**src/rtl/bus_ctl_irq_pkg.sv**
```systemverilog
// Shared constants and types for the host register and interrupt unit.
// Assumes exactly four channels; the status byte layout depends on it.
package bus_ctl_irq_pkg;
    localparam int DW        = 8;
    localparam int NCH       = 4;
    localparam int BUF_BYTES = 3;
    localparam int BUF_W     = BUF_BYTES * DW;
    localparam int IDX_W     = 2;

    typedef enum logic [1:0] {
        FN_CTLSTAT = 2'b00,
        FN_DIV     = 2'b01,
        FN_CFG     = 2'b10,
        FN_DATA    = 2'b11
    } fn_e;

    // Field order follows the control byte bit positions, bit 7 first.
    typedef struct packed {
        logic           tx_mask;
        logic           loop;
        logic           start;
        logic           prog;
        logic [NCH-1:0] sel;
    } ctl_t;
endpackage

```
**src/rtl/bus_ctl_irq_ctrl.sv**
```systemverilog
// Control byte, divider register and transmit byte slot counter.
// Assumes one-cycle decoded strobes from the top; strobes are mutually exclusive.
module bus_ctl_irq_ctrl
    import bus_ctl_irq_pkg::*;
(
    input  logic             clk,
    input  logic             rst_n,
    input  logic             ctl_wr,
    input  logic             stat_rd,
    input  logic             div_wr,
    input  logic             data_wr,
    input  logic [DW-1:0]    wr_data,
    input  logic             tx_done,
    output ctl_t             ctl,
    output logic [DW-1:0]    div,
    output logic             tx_we,
    output logic [IDX_W-1:0] tx_idx
);
    logic prog_set;
    assign prog_set = ctl_wr && wr_data[4];
    assign tx_we    = data_wr && ctl.prog;

    // Control byte: host write, auto-clear of start and loopback bits.
    always_ff @(posedge clk) begin
        if (!rst_n) begin
            ctl <= '0;
        end else if (ctl_wr) begin
            ctl <= ctl_t'(wr_data);
        end else begin
            if (tx_done) ctl.start <= 1'b0;
            if (stat_rd) ctl.loop  <= 1'b0;
        end
    end

    // Divider register; bit 0 is always stored as 0.
    always_ff @(posedge clk) begin
        if (!rst_n)      div <= '0;
        else if (div_wr) div <= {wr_data[DW-1:1], 1'b0};
    end

    // Transmit byte slot: restart on programming enable, advance per byte.
    always_ff @(posedge clk) begin
        if (!rst_n)        tx_idx <= '0;
        else if (prog_set) tx_idx <= '0;
        else if (tx_we)    tx_idx <= tx_idx + 1'b1;
    end

    AST_LOOP_CLEAR: assert property (@(posedge clk) disable iff (!rst_n)
        (stat_rd && !ctl_wr) |=> !ctl.loop);
    AST_START_DROP: assert property (@(posedge clk) disable iff (!rst_n)
        (tx_done && !ctl_wr) |=> !ctl.start);
    AST_CTL_HOLD: assert property (@(posedge clk) disable iff (!rst_n)
        (!ctl_wr) |=> ($stable(ctl.sel) && $stable(ctl.prog) && $stable(ctl.tx_mask)));
    AST_TXIDX_RESTART: assert property (@(posedge clk) disable iff (!rst_n)
        prog_set |=> (tx_idx == '0));
endmodule

```
**src/rtl/bus_ctl_irq_status.sv**
```systemverilog
// Status flags and registered active-low interrupt request.
// Assumes ch_new and tx_done are single-cycle pulses; set beats clear.
module bus_ctl_irq_status
    import bus_ctl_irq_pkg::*;
(
    input  logic           clk,
    input  logic           rst_n,
    input  logic [NCH-1:0] ch_new,
    input  logic [NCH-1:0] rd_clr,
    input  logic           tx_done,
    input  logic           s4_clr,
    input  logic           tx_mask,
    input  logic           tx_busy,
    output logic [DW-1:0]  stat_byte,
    output logic           irq_n
);
    logic [NCH-1:0] s_rx;
    logic           s_tx;

    genvar gi;
    generate
        for (gi = 0; gi < NCH; gi++) begin : g_rx
            // Channel flag: set on new word, clear on label read.
            always_ff @(posedge clk) begin
                if (!rst_n)            s_rx[gi] <= 1'b0;
                else if (ch_new[gi])   s_rx[gi] <= 1'b1;
                else if (rd_clr[gi])   s_rx[gi] <= 1'b0;
            end

            AST_RX_SET: assert property (@(posedge clk) disable iff (!rst_n)
                ch_new[gi] |=> s_rx[gi]);
            AST_RX_CLEAR: assert property (@(posedge clk) disable iff (!rst_n)
                (rd_clr[gi] && !ch_new[gi]) |=> !s_rx[gi]);
        end
    endgenerate

    // Transmit-finished flag.
    always_ff @(posedge clk) begin
        if (!rst_n)       s_tx <= 1'b0;
        else if (tx_done) s_tx <= 1'b1;
        else if (s4_clr)  s_tx <= 1'b0;
    end

    assign stat_byte = {tx_busy, 2'b00, s_tx, s_rx};

    // Registered interrupt so the output never glitches.
    always_ff @(posedge clk) begin
        if (!rst_n) irq_n <= 1'b1;
        else        irq_n <= ~((|s_rx) | (s_tx & ~tx_mask));
    end

    AST_TX_SET: assert property (@(posedge clk) disable iff (!rst_n)
        tx_done |=> s_tx);
    AST_IRQ_RX: assert property (@(posedge clk) disable iff (!rst_n)
        (|s_rx) |=> !irq_n);
    AST_IRQ_QUIET: assert property (@(posedge clk) disable iff (!rst_n)
        (!(|s_rx) && (!s_tx || tx_mask)) |=> irq_n);
endmodule

```
**src/rtl/bus_ctl_irq_rdpath.sv**
```systemverilog
// Host read multiplexer and received-data byte walker.
// Assumes the lowest-numbered selected channel is the one read.
module bus_ctl_irq_rdpath
    import bus_ctl_irq_pkg::*;
(
    input  logic               clk,
    input  logic               rst_n,
    input  logic               rd,
    input  logic [1:0]         addr,
    input  logic               ctl_wr,
    input  logic [NCH-1:0]     sel,
    input  logic [NCH*BUF_W-1:0] ch_buf,
    input  logic [NCH*DW-1:0]  ch_lbl,
    input  logic [DW-1:0]      stat_byte,
    input  logic [DW-1:0]      div,
    output logic [DW-1:0]      rd_data,
    output logic [NCH-1:0]     rd_clr
);
    logic [IDX_W-1:0] rd_idx;
    logic             data_rd;
    logic             has_ch;
    int               pick;
    logic [DW-1:0]    chan_byte;

    assign data_rd = rd && (fn_e'(addr) == FN_DATA);
    assign has_ch  = |sel;

    // Lowest selected channel wins.
    always_comb begin
        pick = 0;
        for (int i = NCH - 1; i >= 0; i--) begin
            if (sel[i]) pick = i;
        end
    end

    // Byte of the chosen channel at the current walk position.
    always_comb begin
        if (rd_idx == IDX_W'(BUF_BYTES)) chan_byte = ch_lbl[pick*DW +: DW];
        else chan_byte = ch_buf[pick*BUF_W + int'(rd_idx)*DW +: DW];
    end

    // Read data selection by function.
    always_comb begin
        rd_data = '0;
        if (rd) begin
            unique case (fn_e'(addr))
                FN_CTLSTAT: rd_data = stat_byte;
                FN_DIV:     rd_data = div;
                FN_CFG:     rd_data = '0;
                FN_DATA:    rd_data = has_ch ? chan_byte : '0;
            endcase
        end
    end

    // Walk position: restart on control write, advance per data read.
    always_ff @(posedge clk) begin
        if (!rst_n)       rd_idx <= '0;
        else if (ctl_wr)  rd_idx <= '0;
        else if (data_rd) rd_idx <= rd_idx + 1'b1;
    end

    // Label read retires the chosen channel's flag.
    always_comb begin
        rd_clr = '0;
        if (data_rd && has_ch && rd_idx == IDX_W'(BUF_BYTES)) rd_clr[pick] = 1'b1;
    end

    AST_IDX_RESTART: assert property (@(posedge clk) disable iff (!rst_n)
        ctl_wr |=> (rd_idx == '0));
    AST_CLR_SINGLE: assert property (@(posedge clk) disable iff (!rst_n)
        $onehot0(rd_clr));
endmodule

```
**src/rtl/bus_ctl_irq.sv**
```systemverilog
// Top: host bus decode tying control, status/interrupt and read path together.
// Assumes one clock per access with cs_n low; outputs toward channels are strobes.
module bus_ctl_irq
    import bus_ctl_irq_pkg::*;
(
    input  logic                 clk,
    input  logic                 rst_n,
    input  logic                 cs_n,
    input  logic                 rw,
    input  logic [1:0]           addr,
    input  logic [DW-1:0]        wr_data,
    output logic [DW-1:0]        rd_data,
    input  logic [NCH*BUF_W-1:0] ch_buf,
    input  logic [NCH*DW-1:0]    ch_lbl,
    input  logic [NCH-1:0]       ch_new,
    input  logic                 tx_done,
    input  logic                 tx_busy,
    output logic [NCH-1:0]       ch_sel,
    output logic                 tx_prog,
    output logic                 tx_start,
    output logic                 loop_en,
    output logic [DW-1:0]        div_ratio,
    output logic [NCH-1:0]       cfg_we,
    output logic [DW-1:0]        cfg_data,
    output logic                 tx_we,
    output logic [IDX_W-1:0]     tx_idx,
    output logic                 irq_n
);
    logic           rd, wr;
    logic           ctl_wr, stat_rd, div_wr, cfg_wr, data_wr;
    ctl_t           ctl;
    logic [DW-1:0]  stat_byte;
    logic [NCH-1:0] rd_clr;
    fn_e            fn;

    assign fn      = fn_e'(addr);
    assign rd      = !cs_n && rw;
    assign wr      = !cs_n && !rw;
    assign ctl_wr  = wr && (fn == FN_CTLSTAT);
    assign stat_rd = rd && (fn == FN_CTLSTAT);
    assign div_wr  = wr && (fn == FN_DIV);
    assign cfg_wr  = wr && (fn == FN_CFG);
    assign data_wr = wr && (fn == FN_DATA);

    assign ch_sel   = ctl.sel;
    assign tx_prog  = ctl.prog;
    assign tx_start = ctl.start;
    assign loop_en  = ctl.loop && ctl.start;
    assign cfg_we   = cfg_wr ? ctl.sel : '0;
    assign cfg_data = wr_data;

    bus_ctl_irq_ctrl u_ctrl (
        .clk(clk), .rst_n(rst_n), .ctl_wr(ctl_wr), .stat_rd(stat_rd),
        .div_wr(div_wr), .data_wr(data_wr), .wr_data(wr_data),
        .tx_done(tx_done), .ctl(ctl), .div(div_ratio),
        .tx_we(tx_we), .tx_idx(tx_idx)
    );

    bus_ctl_irq_status u_stat (
        .clk(clk), .rst_n(rst_n), .ch_new(ch_new), .rd_clr(rd_clr),
        .tx_done(tx_done), .s4_clr(ctl_wr && wr_data[4]), .tx_mask(ctl.tx_mask),
        .tx_busy(tx_busy), .stat_byte(stat_byte), .irq_n(irq_n)
    );

    bus_ctl_irq_rdpath u_rd (
        .clk(clk), .rst_n(rst_n), .rd(rd), .addr(addr), .ctl_wr(ctl_wr),
        .sel(ctl.sel), .ch_buf(ch_buf), .ch_lbl(ch_lbl), .stat_byte(stat_byte),
        .div(div_ratio), .rd_data(rd_data), .rd_clr(rd_clr)
    );

    AST_CFG_IDLE: assert property (@(posedge clk) disable iff (!rst_n)
        cs_n |-> (cfg_we == '0 && !tx_we));
endmodule

```
**config.mk**
```make
export PLATFORM = sky130hd
export DESIGN_NAME = bus_ctl_irq
export DESIGN_NICKNAME = d
export VERILOG_FILES = /design/src/rtl/bus_ctl_irq_pkg.sv /design/src/rtl/bus_ctl_irq_ctrl.sv /design/src/rtl/bus_ctl_irq_status.sv /design/src/rtl/bus_ctl_irq_rdpath.sv /design/src/rtl/bus_ctl_irq.sv
export SDC_FILE = /design/constraint.sdc
export NUM_CORES = 1
export LEC_CHECK = 0
export BUFFER_PORTS_ARGS = -buffer_cell sky130_fd_sc_hd__buf_2
export CAP_MARGIN = 20
export CORE_MARGIN = 4
export CORE_UTILIZATION = 38
export CTS_CLUSTER_SIZE = 12
export DETAILED_ROUTE_END_ITERATION = 7
export PLACE_DENSITY = 0.8
export REMOVE_ABC_BUFFERS = 1
export SLEW_MARGIN = 20
export SYNTH_ARGS = -nofsm -noshare
export SYNTH_HDL_FRONTEND = slang
export SYNTH_SLANG_ARGS = --single-unit
```
**constraint.sdc**
```tcl
create_clock -name clk -period 3.15 [get_ports clk]
set_input_delay 0.315 -clock clk [delete_from_list [all_inputs] [get_ports clk]]
set_output_delay 0.315 -clock clk [all_outputs]
set_load 0.01 [all_outputs]
```
==> flow_metrics.tcl <==
set metrics [dict create \
    drv_slew 0 \
    ys.flop_type "dfxtp_1" \
    finalWeightedCongestion 0.805 \
    io_pins 187 \
    startpoint_type "flip-flop" \
    route.vias.total 2991 \
    clk_pin_slew_ps 80 \
    cts_tree "done" \
    clk_latency_ps 260 \
    synth_edf_count 0 \
    grt_pass1_wl_mm 15.3 \
    die_h_um 90.9 \
    syn_area_per_cell_sq_um 8.95 \
    instances_no_fill 549 \
    fp.coreArea_sq_um 6490 \
    min_path_type "input port to flip-flop" \
    yosys_warnings 0 \
    wl_mm 9.77 \
    crit_arrival_ps 3130 \
    finalPower_uw 861 \
    pwr-share-seq_pct 38.9 \
    clock-root-buffer "clkbuf_8" \
    tightest_slew_ps 768 \
    status "complete, but fails checks" \
    vdd_ir_drop_max_mv 0.297 \
    syn_to_final_growth_pct 43.6 \
    antenna_found_initial 0 \
    violations "negative setup slack" \
    finalSetupViolations 8 \
    fin_crit_sh_pct 109 \
    setup_ws_ps -290 \
    p_sw_uw 248 \
    fill_cells 595 \
    finalCriticalPeriod_ps 3440 \
    cts_buffer_depth 2 \
    dp.cells 537 \
    wl_per_cell_um 17.8 \
    drc 0 \
    syn-cell-area_sq_um 2610 \
    mostFrequentLayoutCell "buf_2" \
    port_buffers 185 \
    clockPowerShare_pct 21.2 \
    drive_above_1_share_pct 54.9 \
    p_comb_share_pct 39.9 \
    layout_common_cells "buf_2, nand2_1, dfxtp_1" \
    relSlewSlack_pct 48.4 \
    rsz0062_at_grt "true" \
    max_freq_mhz 291 \
    hpwl_mm 8.12 \
    ys_seq_area_share_pct 19.1 \
    cell_internal_pwr_uw 613 \
    drt_iter0_drc 105 \
    ys_ff_latch 25 \
    final_nets 631 \
    r2r_slack_ps 1270 \
    critPathKind "flip-flop to output pin" \
    cts_htree_levels 1 \
    syn_inst 292 \
    crit_fanout 4 \
    power.density_nw_per_um2 229 \
    post_drt_via_cell_ratio 5.45 \
    cts.sinks 25 \
    multi_input_area_sq_um 1970 \
    drtAntennaViolNets 0 \
    finClkSkew_ps 1.50 \
    rows 29 \
    hold_viol 0 \
    grt_pass1_vias 3209 \
    die-area_sq_um 8270 \
    power_leakage_uw 0.00177 \
    synthDistinctLibCells 48 \
    grt_start_max_net_pins 24 \
    dieWidth_um 90.9 \
    max-cap-violations 0 \
    cp-end-kind "output pin" \
    required_ps 2830 \
    seqCellArea_sq_um 503 \
    power_switching_share_pct 28.8 \
    initial_utilization_pct 40.2 \
    holdWs_ps 256 \
    grt-ovfl-total 0 \
    cts_made_buffers 3 \
    n_antenna_cell 0 \
    dr.pass1.iters 4 \
    async_reset_ff_share_pct 0 \
    grt_usage_pct 22.5 \
]
==> worst max-delay path, cell delays in order, from the launching register on <==
cell      delay [ps]
dfxtp_2          330
nor2b_4          130
nor2_4           110
nor2_4            70
ha_4             270
inv_2             40
fa_2             400
xnor2_4          250
buf_4            160
mux4_2           480
mux2i_1          220
o2111a_1         200
a21oi_1           40
buf_2            140
==> final cells by class <==
cell class / count / area share [%]
Multi-Input combinational cell: 230 / 52.4
Timing Repair Buffer: 206 / 29.7
Sequential cell: 25 / 13.4
Tap cell: 77 / 2.57
Clock buffer: 4 / 1.20
Inverter: 7 / 0.700
==> synthesized netlist by cell type (5+ instances only) <==
library cell,n,share of area [%]
a31o_1,7,2.3
o22ai_1,11,2.6
o21ai_0,9,1.7
a22o_1,8,2.7
mux4_1,5,5.0
mux2_2,21,9.0
and2_1,5,1.2
dfxtp_1,25,19
nor2b_1,12,2.9
buf_4,13,3.7
o32ai_1,5,1.7
mux2i_1,16,6.1
nand2_1,32,4.6
a21boi_1,5,1.4
inv_1,7,1.0
nor2_1,14,2.0
a21boi_0,6,1.7
mux4_2,9,7.8
clkbuf_1,10,1.4
o31a_1,5,1.7
a21oi_1,18,3.4
ha_1,9,4.3
==> layer usage <==
| layer | GRT usage (%) | up-vias | wire, um |
|---|---|---|---|
| li1 | - | 1441 | - |
| met4 | 6.78 | 0 | 237 |
| met5 | 0 | - | 0 |
| met2 | 43.0 | 140 | 5030 |
| met1 | 24.5 | 1395 | 3650 |
| met3 | 5.21 | 15 | 849 |
==> cell families after synthesis <==
logic type,share of synthesized area [%]
flops,19.1
mux,28.0
other cells,0.143
buf+inv,7.37
simple gates,15.4
compound gates,22.8
xor+xnor,2.06
fa+ha+maj,5.07
==> flip-flops by register name, summed over array words and instances (netlist names) <==
name / cells
u_ctrl.tx_idx: 2
u_rd.rd_idx: 2
u_stat.s_tx: 1
u_stat.irq_n: 1
u_ctrl.ctl: 8
u_stat.stat_byte: 4
u_ctrl.div: 7
==> worst paths after layout <==
| path | start | cells after the start | end |
|---|---|---|---|
| min | ch_new[0] | 2 | u_stat.stat_byte[0] |
| min reg2reg | u_ctrl.ctl[7] | 2 | u_ctrl.ctl[7] |
| max reg2reg | u_ctrl.ctl[0] | 6 | u_stat.stat_byte[1] |
| max | u_ctrl.ctl[3] | 13 | rd_data[6] |
==> metrics by stage <==
stage / setup slack (ps) / cell area [sq um] / util (%) / setup TNS (ps)
after floorplan: -677 / 2450 / - / -4800
after global placement: -147 / 3590 / 55.3 / -416
after detailed placement: -280 / 3590 / 55.3 / -1480
after CTS: -247 / 3710 / 57.1 / -1530
after global routing: -409 / 3750 / 57.8 / -2790
final: -290 / 3750 / 57.8 / -1770
==> power by group through the flow <==
stage	clock network (uW)	logic [uW]	registers, uW
2_1_floorplan	0	161	342
3_3_place_gp	0	323	341
3_5_place_dp	0	330	341
4_1_cts	190	340	334
5_1_grt	204	374	335
6_report	183	344	335
==> timing repair <==
| action | CTS | global route |
|---|---|---|
| endpoints found under the setup margin | 8 | 8 |
| hold buffers | 0 | 0 |
| setup buffers | 7 | 1 |
| resized for setup | 14 | 9 |
| endpoints found under the hold margin | 0 | 0 |
| pin swaps | 4 | 5 |
No activity file was read; power rests on OpenSTA's default activity.
